**src/rtl/rect_blit_pkg.sv**
```systemverilog
package rect_blit_pkg;
  localparam logic [7:0] ROP_COPY  = 8'hCC;
  localparam logic [7:0] ROP_BRUSH = 8'hF0;
  localparam logic [7:0] ROP_BLACK = 8'h00;
  localparam logic [7:0] ROP_WHITE = 8'hFF;

  localparam logic [3:0] RA_SRC_PO  = 4'd0;
  localparam logic [3:0] RA_DST_PO  = 4'd1;
  localparam logic [3:0] RA_DEF_PO  = 4'd2;
  localparam logic [3:0] RA_SRC_XY  = 4'd3;
  localparam logic [3:0] RA_DST_XY  = 4'd4;
  localparam logic [3:0] RA_WIDTH   = 4'd5;
  localparam logic [3:0] RA_MIX     = 4'd6;
  localparam logic [3:0] RA_DIR     = 4'd7;
  localparam logic [3:0] RA_MASTER  = 4'd8;
  localparam logic [3:0] RA_BRUSH   = 4'd9;
  localparam logic [3:0] RA_PAL0    = 4'd10;
  localparam logic [3:0] RA_PAL1    = 4'd11;
  localparam logic [3:0] RA_DISP    = 4'd12;
  localparam logic [3:0] RA_HEIGHT  = 4'd13;

  typedef struct packed {
    logic load;
    logic rdEn;
    logic wrFill;
    logic wrCopy;
    logic colInc;
    logic rowInc;
    logic commit;
    logic fail;
    logic finish;
  } blitStrobe_t;
endpackage

```
**src/rtl/rect_blit_dp.sv**
```systemverilog
module rect_blit_dp
  import rect_blit_pkg::*;
#(
  parameter int FB_WORDS   = 4096,
  parameter int LINE_WORDS = 64,
  localparam int ADDR_W    = $clog2(FB_WORDS),
  localparam int LB_W      = $clog2(LINE_WORDS)
) (
  input  logic              clk,
  input  logic              rstN,
  input  logic              regWe,
  input  logic [3:0]        regAddr,
  input  logic [31:0]       regWdata,
  input  logic              busy,
  input  logic              done,
  input  blitStrobe_t       stb,
  output logic              trigger,
  output logic              isCopy,
  output logic              opErr,
  output logic              opEmpty,
  output logic              colLast,
  output logic              rowLast,
  output logic              errFlag,
  output logic [15:0]       dstXOut,
  output logic [15:0]       dstYOut,
  output logic [ADDR_W-1:0] memAddr,
  output logic              memRe,
  output logic              memWe,
  output logic [31:0]       memWdata,
  input  logic [31:0]       memRdata
);
  // configuration state
  logic [20:0] srcOff, dstOff, defOff;
  logic [8:0]  srcPitch, dstPitch, defPitch;
  logic [15:0] srcX, srcY, dstX, dstY, widthReg, heightReg;
  logic [7:0]  ropReg;
  logic [1:0]  dirReg;
  logic        usePerOp;
  logic [31:0] brushReg;
  logic [23:0] pal0Reg, pal1Reg;
  logic [24:0] dispWord;

  // walk state
  logic [15:0] col, row;
  logic [31:0] lineBuf [LINE_WORDS];
  logic        rdPend;
  logic [LB_W-1:0] rdIdx;

  logic writeOk;
  assign writeOk = regWe && !busy;
  assign trigger = writeOk && (regAddr == RA_HEIGHT);

  always_ff @(posedge clk) begin
    if (!rstN) begin
      srcOff <= '0; dstOff <= '0; defOff <= '0;
      srcPitch <= '0; dstPitch <= '0; defPitch <= '0;
      srcX <= '0; srcY <= '0; dstX <= '0; dstY <= '0;
      widthReg <= '0; heightReg <= '0; ropReg <= '0; dirReg <= '0;
      usePerOp <= 1'b0; brushReg <= '0; pal0Reg <= '0; pal1Reg <= '0;
      dispWord <= '0;
    end else begin
      if (writeOk) begin
        case (regAddr)
          RA_SRC_PO: begin srcOff <= regWdata[20:0]; srcPitch <= regWdata[29:21]; end
          RA_DST_PO: begin dstOff <= regWdata[20:0]; dstPitch <= regWdata[29:21]; end
          RA_DEF_PO: begin defOff <= regWdata[20:0]; defPitch <= regWdata[29:21]; end
          RA_SRC_XY: begin srcX <= regWdata[15:0]; srcY <= regWdata[31:16]; end
          RA_DST_XY: begin dstX <= regWdata[15:0]; dstY <= regWdata[31:16]; end
          RA_WIDTH:  widthReg <= regWdata[15:0];
          RA_MIX:    ropReg <= regWdata[23:16];
          RA_DIR:    dirReg <= regWdata[1:0];
          RA_MASTER: usePerOp <= regWdata[0];
          RA_BRUSH:  brushReg <= regWdata;
          RA_PAL0:   pal0Reg <= regWdata[23:0];
          RA_PAL1:   pal1Reg <= regWdata[23:0];
          RA_DISP:   dispWord <= regWdata[26:2];
          RA_HEIGHT: heightReg <= regWdata[15:0];
          default: ;
        endcase
      end
      if (stb.commit) begin
        if (isCopy) dstX <= dstX + widthReg;
        else        dstY <= dstY + heightReg;
      end
    end
  end

  assign dstXOut = dstX;
  assign dstYOut = dstY;

  // operation decode
  logic isFill, ltr, ttb;
  assign ltr    = dirReg[0];
  assign ttb    = dirReg[1];
  assign isCopy = (ropReg == ROP_COPY);
  assign isFill = (ropReg == ROP_BRUSH) || (ropReg == ROP_BLACK) || (ropReg == ROP_WHITE);

  // surface selection and start corners
  logic [20:0] selSrcOff, selDstOff;
  logic [8:0]  selSrcPitch, selDstPitch;
  assign selSrcOff   = usePerOp ? srcOff   : defOff;
  assign selDstOff   = usePerOp ? dstOff   : defOff;
  assign selSrcPitch = usePerOp ? srcPitch : defPitch;
  assign selDstPitch = usePerOp ? dstPitch : defPitch;

  logic [15:0] sX0, sY0, dX0, dY0;
  assign sX0 = ltr ? srcX : srcX + 16'd1 - widthReg;
  assign dX0 = ltr ? dstX : dstX + 16'd1 - widthReg;
  assign sY0 = ttb ? srcY : srcY + 16'd1 - heightReg;
  assign dY0 = ttb ? dstY : dstY + 16'd1 - heightReg;

  logic [31:0] srcBase, dstBase;
  assign srcBase = {8'd0, selSrcOff, 3'b000} + {7'd0, dispWord};
  assign dstBase = {8'd0, selDstOff, 3'b000} + {7'd0, dispWord};

  logic [31:0] srcLim, dstLim;
  logic boundsOk;
  assign srcLim = srcBase + {16'd0, sX0} + ({16'd0, sY0} + {16'd0, heightReg}) * {23'd0, selSrcPitch};
  assign dstLim = dstBase + {16'd0, dX0} + ({16'd0, dY0} + {16'd0, heightReg}) * {23'd0, selDstPitch};
  assign boundsOk = (dstLim < 32'(FB_WORDS)) && (!isCopy || (srcLim < 32'(FB_WORDS)));

  assign opEmpty = (widthReg == 16'd0) || (heightReg == 16'd0);
  assign opErr   = !(isCopy || isFill) || (isCopy && (widthReg > 16'(LINE_WORDS))) ||
                   (!opEmpty && !boundsOk);

  // rectangle walk counters
  assign colLast = (col == widthReg - 16'd1);
  assign rowLast = (row == heightReg - 16'd1);

  always_ff @(posedge clk) begin
    if (!rstN) begin
      col <= '0;
      row <= '0;
    end else if (stb.load) begin
      col <= '0;
      row <= '0;
    end else begin
      if (stb.colInc) col <= colLast ? 16'd0 : col + 16'd1;
      if (stb.rowInc) row <= row + 16'd1;
    end
  end

  logic [15:0] rowIdx, sRow, dRow;
  assign rowIdx = ttb ? row : heightReg - 16'd1 - row;
  assign sRow   = sY0 + rowIdx;
  assign dRow   = dY0 + rowIdx;

  logic [31:0] srcLin, dstLin;
  assign srcLin = srcBase + {16'd0, sRow} * {23'd0, selSrcPitch} + {16'd0, sX0} + {16'd0, col};
  assign dstLin = dstBase + {16'd0, dRow} * {23'd0, selDstPitch} + {16'd0, dX0} + {16'd0, col};

  // line buffer capture, one cycle behind the read strobe
  always_ff @(posedge clk) begin
    if (!rstN) begin
      rdPend <= 1'b0;
      rdIdx  <= '0;
    end else begin
      rdPend <= stb.rdEn;
      rdIdx  <= col[LB_W-1:0];
    end
  end

  always_ff @(posedge clk) begin
    if (rdPend) lineBuf[rdIdx] <= memRdata;
  end

  logic [31:0] fillColor;
  always_comb begin
    case (ropReg)
      ROP_BLACK: fillColor = {8'hFF, pal0Reg};
      ROP_WHITE: fillColor = {8'hFF, pal1Reg};
      default:   fillColor = brushReg;
    endcase
  end

  assign memRe    = stb.rdEn;
  assign memWe    = stb.wrFill || stb.wrCopy;
  assign memAddr  = stb.rdEn ? srcLin[ADDR_W-1:0] : dstLin[ADDR_W-1:0];
  assign memWdata = stb.wrCopy ? lineBuf[col[LB_W-1:0]] : fillColor;

  always_ff @(posedge clk) begin
    if (!rstN)          errFlag <= 1'b0;
    else if (trigger)   errFlag <= 1'b0;
    else if (stb.fail)  errFlag <= 1'b1;
  end


  mem_idle_chk: assert property (@(posedge clk) disable iff (!rstN)
    (memRe || memWe) |-> busy);

  cfg_hold_chk: assert property (@(posedge clk) disable iff (!rstN)
    busy |=> ($stable(widthReg) && $stable(heightReg) && $stable(ropReg)));

  addr_range_chk: assert property (@(posedge clk) disable iff (!rstN)
    (memRe || memWe) |-> ((stb.rdEn ? srcLin : dstLin) < 32'(FB_WORDS)));

  coord_move_chk: assert property (@(posedge clk) disable iff (!rstN)
    ((!$stable(dstX) || !$stable(dstY)) && $past(busy)) |-> done);
endmodule

```
**src/rtl/rect_blit_ctl.sv**
```systemverilog
module rect_blit_ctl
  import rect_blit_pkg::*;
(
  input  logic        clk,
  input  logic        rstN,
  input  logic        trigger,
  input  logic        isCopy,
  input  logic        opErr,
  input  logic        opEmpty,
  input  logic        colLast,
  input  logic        rowLast,
  output blitStrobe_t stb,
  output logic        busy,
  output logic        done
);
  typedef enum logic [2:0] {S_IDLE, S_CHECK, S_FILL, S_READ, S_RWAIT, S_WRITE} state_t;
  state_t state, nextState;

  always_comb begin
    stb = '0;
    nextState = state;
    case (state)
      S_IDLE: if (trigger) nextState = S_CHECK;
      S_CHECK: begin
        if (opErr) begin
          stb.fail = 1'b1; stb.finish = 1'b1; nextState = S_IDLE;
        end else if (opEmpty) begin
          stb.commit = 1'b1; stb.finish = 1'b1; nextState = S_IDLE;
        end else begin
          stb.load = 1'b1;
          nextState = isCopy ? S_READ : S_FILL;
        end
      end
      S_FILL: begin
        stb.wrFill = 1'b1; stb.colInc = 1'b1;
        if (colLast) begin
          stb.rowInc = 1'b1;
          if (rowLast) begin
            stb.commit = 1'b1; stb.finish = 1'b1; nextState = S_IDLE;
          end
        end
      end
      S_READ: begin
        stb.rdEn = 1'b1; stb.colInc = 1'b1;
        if (colLast) nextState = S_RWAIT;
      end
      S_RWAIT: nextState = S_WRITE;
      S_WRITE: begin
        stb.wrCopy = 1'b1; stb.colInc = 1'b1;
        if (colLast) begin
          stb.rowInc = 1'b1;
          if (rowLast) begin
            stb.commit = 1'b1; stb.finish = 1'b1; nextState = S_IDLE;
          end else begin
            nextState = S_READ;
          end
        end
      end
      default: nextState = S_IDLE;
    endcase
  end

  always_ff @(posedge clk) begin
    if (!rstN) begin
      state <= S_IDLE;
      done  <= 1'b0;
    end else begin
      state <= nextState;
      done  <= stb.finish;
    end
  end

  assign busy = (state != S_IDLE);


  done_pulse_chk: assert property (@(posedge clk) disable iff (!rstN)
    done |=> !done);

  done_edge_chk: assert property (@(posedge clk) disable iff (!rstN)
    done |-> (!busy && $past(busy)));

  reject_fast_chk: assert property (@(posedge clk) disable iff (!rstN)
    (state == S_CHECK && opErr) |=> (done && !busy));
endmodule

```
**src/rtl/rect_blit_engine.sv**
```systemverilog
module rect_blit_engine
  import rect_blit_pkg::*;
#(
  parameter int FB_WORDS   = 4096,
  parameter int LINE_WORDS = 64,
  localparam int ADDR_W    = $clog2(FB_WORDS)
) (
  input  logic              clk,
  input  logic              rstN,
  input  logic              regWe,
  input  logic [3:0]        regAddr,
  input  logic [31:0]       regWdata,
  output logic              busy,
  output logic              done,
  output logic              errFlag,
  output logic [15:0]       dstXOut,
  output logic [15:0]       dstYOut,
  output logic [ADDR_W-1:0] memAddr,
  output logic              memRe,
  output logic              memWe,
  output logic [31:0]       memWdata,
  input  logic [31:0]       memRdata
);
  blitStrobe_t stb;
  logic trigger, isCopy, opErr, opEmpty, colLast, rowLast;

  rect_blit_ctl u_ctl (
    .clk(clk), .rstN(rstN), .trigger(trigger), .isCopy(isCopy), .opErr(opErr),
    .opEmpty(opEmpty), .colLast(colLast), .rowLast(rowLast), .stb(stb),
    .busy(busy), .done(done)
  );

  rect_blit_dp #(.FB_WORDS(FB_WORDS), .LINE_WORDS(LINE_WORDS)) u_dp (
    .clk(clk), .rstN(rstN), .regWe(regWe), .regAddr(regAddr), .regWdata(regWdata),
    .busy(busy), .done(done), .stb(stb), .trigger(trigger), .isCopy(isCopy),
    .opErr(opErr), .opEmpty(opEmpty), .colLast(colLast), .rowLast(rowLast),
    .errFlag(errFlag), .dstXOut(dstXOut), .dstYOut(dstYOut), .memAddr(memAddr),
    .memRe(memRe), .memWe(memWe), .memWdata(memWdata), .memRdata(memRdata)
  );
endmodule

```
**config.mk**
```make
export PLATFORM = sky130hd
export DESIGN_NAME = rect_blit_engine
export DESIGN_NICKNAME = d
export VERILOG_FILES = /design/src/rtl/rect_blit_pkg.sv /design/src/rtl/rect_blit_dp.sv /design/src/rtl/rect_blit_ctl.sv /design/src/rtl/rect_blit_engine.sv
export SDC_FILE = /design/constraint.sdc
export NUM_CORES = 2
export LEC_CHECK = 0
export BUFFER_PORTS_ARGS = -buffer_cell sky130_fd_sc_hd__buf_2
export CAP_MARGIN = 20
export CORE_MARGIN = 4
export CORE_UTILIZATION = 55
export CTS_CLUSTER_DIAMETER = 30
export DETAILED_ROUTE_END_ITERATION = 10
export PLACE_DENSITY = 0.75
export RECOVER_POWER = 100
export SLEW_MARGIN = 5
export SYNTH_ARGS = -nofsm -noshare
export SYNTH_HDL_FRONTEND = slang
export SYNTH_SLANG_ARGS = --single-unit
```
**constraint.sdc**
```tcl
create_clock -name clk -period 29.6 [get_ports clk]
set_input_delay 4.44 -clock clk [delete_from_list [all_inputs] [get_ports clk]]
set_output_delay 4.44 -clock clk [all_outputs]
set_load 0.05 [all_outputs]
```
==> results.cfg <==
[outcome]
status = finished, violations left
violations = DRC, capacitance limit, slew limit

[logic_synthesis]
synth_seq_cells = 2400
synthArstFlopShare = 0
syn-instance-count = 8479
synth_top_family_by_area = multiplexers
synth_xor_area_frac = 0.02523
synthTopCellsByArea = edfxtp_1 (51%), mux4_2 (13%), fa_1 (6.7%)
synth.most_common_cell = edfxtp_1
synthMuxAreaShare = 0.1339
synth_fa_ha_area_frac = 0.1137
synth_edf_count = 2048
yosys.area_share.simple = 0.07721
synth_warnings = 0
synth.top_cells.by_count = edfxtp_1 (2048), nand2_1 (1043), mux4_2 (672)
synth_cell_types = 93
dominantRegCellSynth = edfxtp_1
yosysTopAreaCellShare = 0.5079
synth_compound_area_frac = 0.05682
avgSynthCellArea_um2 = 14.28
synth_top_area_cell = edfxtp_1
ys_seq_area_frac = 0.5661
syn_area_um2 = 121100

[power]
p_leak_nw = 48.06
powerDensity_nw_per_um2 = 66.69
ir_drop_mv = 0.07961

[timing]
final_max_slew_viol_count = 4281
final_hold_viol_count = 0
setup-tns-final_ns = 0
finalCritPeriodShare = 0.6750
fin_skew_ns = 0.1395
layout_min_cycle_time_ns = 19.98
worst_slew_pin_slew_ns = 9.870
fin_ws_ns = 9.619
finalSetupViolCount = 0
fmax_mhz = 50.05
slew_headroom = -5.580
rsz0062_at_grt = no

[clock_tree]
ctsHtreeMaxLevel = 5
numCtsBuffers = 399
cts_buffer_depth = 4
clockRootBuffer = clkbuf_16
clkSlewWorstSetupHoldPaths_ns = 0.05
cts_tree = built
post_cts_resized = 0
hold_buffers = 0
cts.sinks = 2400
cts_setup_buffers = 0
clock_latency_ns = 1.01

[placed_design]
place_ws_ns = 15.59
dpl.cell_count = 11224
postPlaceCellArea_um2 = 125600
dpl.hpwl_um = 232100
place_congestion = 0.9755
portBuffers = 151

[floorplanning]
fp.dieW_um = 477.2
die_h_um = 477.2
dieArea_um2 = 227700
boundaryPins = 152
fp-row-count = 171
start_util = 0.5553
core_region_area_um2 = 218000

[route]
wl_um = 401900
dr_total_vias = 80740
firstDrtPassIters = 11
wl_per_cell_um = 33.50
drcViolationCount = 3
detail_route.vias_per_cell = 6.729
ant_nets = 0
first_iter_violations = 11923

[layout]
fin_area_um2 = 138800
final_cell_count_no_fill = 11998
n_fill_cell = 14741
area_delta_synth_final_pct = 14.61
fin_nets = 9743
drive_above_1_share = 0.1734

[critical_path]
crit_chain = clkbuf_1, buf_4, buf_4, buf_12, mux4_2, mux4_2, mux4_2, nor2_1, a31oi_1, clkbuf_1
worst_setup_path_end_kind = output pin
reg2reg_from = u_dp.heightReg[0]$_SDFFE_PN0P_
critPathRequiredTime_ns = 25.16
max_stage_delay_ns = 7.04
crit_arrival_ns = 15.54
crit_top_cell = mux4_2
critPathKind = register to output pin
worstSetupStartpointType = register
cpMaxStageDelayCell = clkbuf_1
cp_max_fo = 107

[job]
max-cap-violations = 107

[hold_path]
min_from = u_dp.srcOff[4]$_SDFFE_PN0P_
hp-class = register to register

[grt]
grt_pass1_wl_um = 576700
grt_pass1_vias = 81223
grt_max_degree = 137
grt_util_all_layers = 0.3493
antenna_found_initial = 39
overflow = 0
## routing by layer
| metal | vias to the layer above | routed length [µm] | track usage |
|---|---|---|---|
| met3 | 1702 | 46310 | 0.09343 |
| met1 | 40209 | 131800 | 0.4188 |
| met5 | - | 262 | 0 |
| met2 | 6467 | 191700 | 0.5637 |
| li1 | 32332 | - | - |
| met4 | 30 | 31800 | 0.2218 |
## kinds of logic after synthesis
family	Yosys count
other	1
multiplexers	775
XOR/XNOR	344
flip-flops	2400
adder cells (fa/ha/maj)	858
AND/OR/NAND/NOR	2134
buffers and inverters	862
AO/OA/AOI/OAI	1105
## report_power, final
group / leakage, nW / switching, mW / internal, mW
combinational: 20.3 / 0.546 / 0.275
sequential: 21.2 / 0.00929 / 3.68
clock: 6.52 / 1.74 / 3.01
total: 48.1 / 2.29 / 6.96
## path summary, 6_finish.rpt
kind	end	slack, ns	depth (start not counted)
hold reg to reg	u_dp.srcOff[4]$_SDFFE_PN0P_	0.45	2
setup reg to reg	u_dp.row[13]$_SDFFE_PP0P_	15.95	38
setup / recovery	memWdata[17]	9.62	10
hold / removal	u_dp.srcOff[4]$_SDFFE_PN0P_	0.45	2
## stage by stage
step | hold WS, ns | total power, mW | util
after floorplan | 0.4360 | 4.270 | -
after global placement | 0.4414 | 4.527 | 0.5758
after detailed placement | 0.4460 | 4.539 | 0.5759
after CTS | 0.4523 | 9.245 | 0.6380
after global routing | 0.4674 | 9.495 | 0.6364
final | 0.4530 | 9.254 | 0.6365
## state kept, by name, summed over array words and instances, names as in the netlist, 2 cells and up, named ones only
| register | flops |
|---|---|
| u_dp.row | 16 |
| u_dp.ropReg | 8 |
| u_dp.defPitch | 9 |
| u_dp.srcOff | 21 |
| u_dp.dstPitch | 9 |
| u_dp.lineBuf | 2048 |
| u_dp.defOff | 21 |
| u_dp.rdIdx | 6 |
| u_dp.dstOff | 21 |
| u_dp.pal0Reg | 24 |
| u_dp.srcY | 16 |
| u_dp.dispWord | 25 |
| u_dp.col | 16 |
| u_dp.heightReg | 16 |
| u_dp.dstYOut | 16 |
| u_dp.srcPitch | 9 |
| u_dp.widthReg | 16 |
| u_dp.dstXOut | 16 |
| u_dp.pal1Reg | 24 |
| u_dp.brushReg | 32 |
| u_dp.srcX | 16 |
| u_ctl.state | 3 |
| u_dp.dirReg | 2 |
## placed cells by master, fill, tap and decap left out, types with 30 or more instances in the layout
| master | instances |
|---|---|
| nor2_1 | 465 |
| clkbuf_1 | 250 |
| o21bai_1 | 43 |
| fa_1 | 403 |
| nor3_1 | 110 |
| buf_2 | 48 |
| xnor2_1 | 234 |
| dfxtp_1 | 344 |
| a211oi_1 | 50 |
| mux4_2 | 672 |
| o21ai_0 | 170 |
| xor2_1 | 107 |
| nand2b_1 | 90 |
| and3_1 | 33 |
| clkinv_2 | 61 |
| clkinvlp_4 | 46 |
| nor2b_1 | 39 |
| nand3_1 | 73 |
| clkbuf_16 | 405 |
| inv_1 | 459 |
| clkinv_1 | 34 |
| nor2_4 | 47 |
| nand2_1 | 1043 |
| edfxtp_1 | 2048 |
| and2_1 | 68 |
| a21o_1 | 56 |
| buf_4 | 66 |
| ha_1 | 455 |
| bufinv_16 | 53 |
| mux2i_1 | 72 |
| clkinv_4 | 30 |
| o21a_1 | 42 |
| a31oi_1 | 66 |
| a21oi_1 | 469 |
## final cells by class
class | instances | area [µm²] | share of cell area
well taps | 2854 | 3571 | 0.02573
clock inverters | 258 | 3034 | 0.02187
diodes | 13 | 32.53 | 0.0002344
repair buffers | 334 | 1700 | 0.01225
inverters | 461 | 1732 | 0.01248
flip-flops and latches | 2400 | 68570 | 0.4941
multi-input cells | 5218 | 49630 | 0.3576
clock buffers | 460 | 10500 | 0.07568
## worst max-delay path: cells and delay by family (launching register included)
kind / cells / cell delay (ns)
buf+inv: 5 / 9.88
flops: 1 / 2.42
mux: 3 / 1.69
compound gates: 1 / 0.21
simple gates: 1 / 0.15
Power figures use the tool's default switching activity.
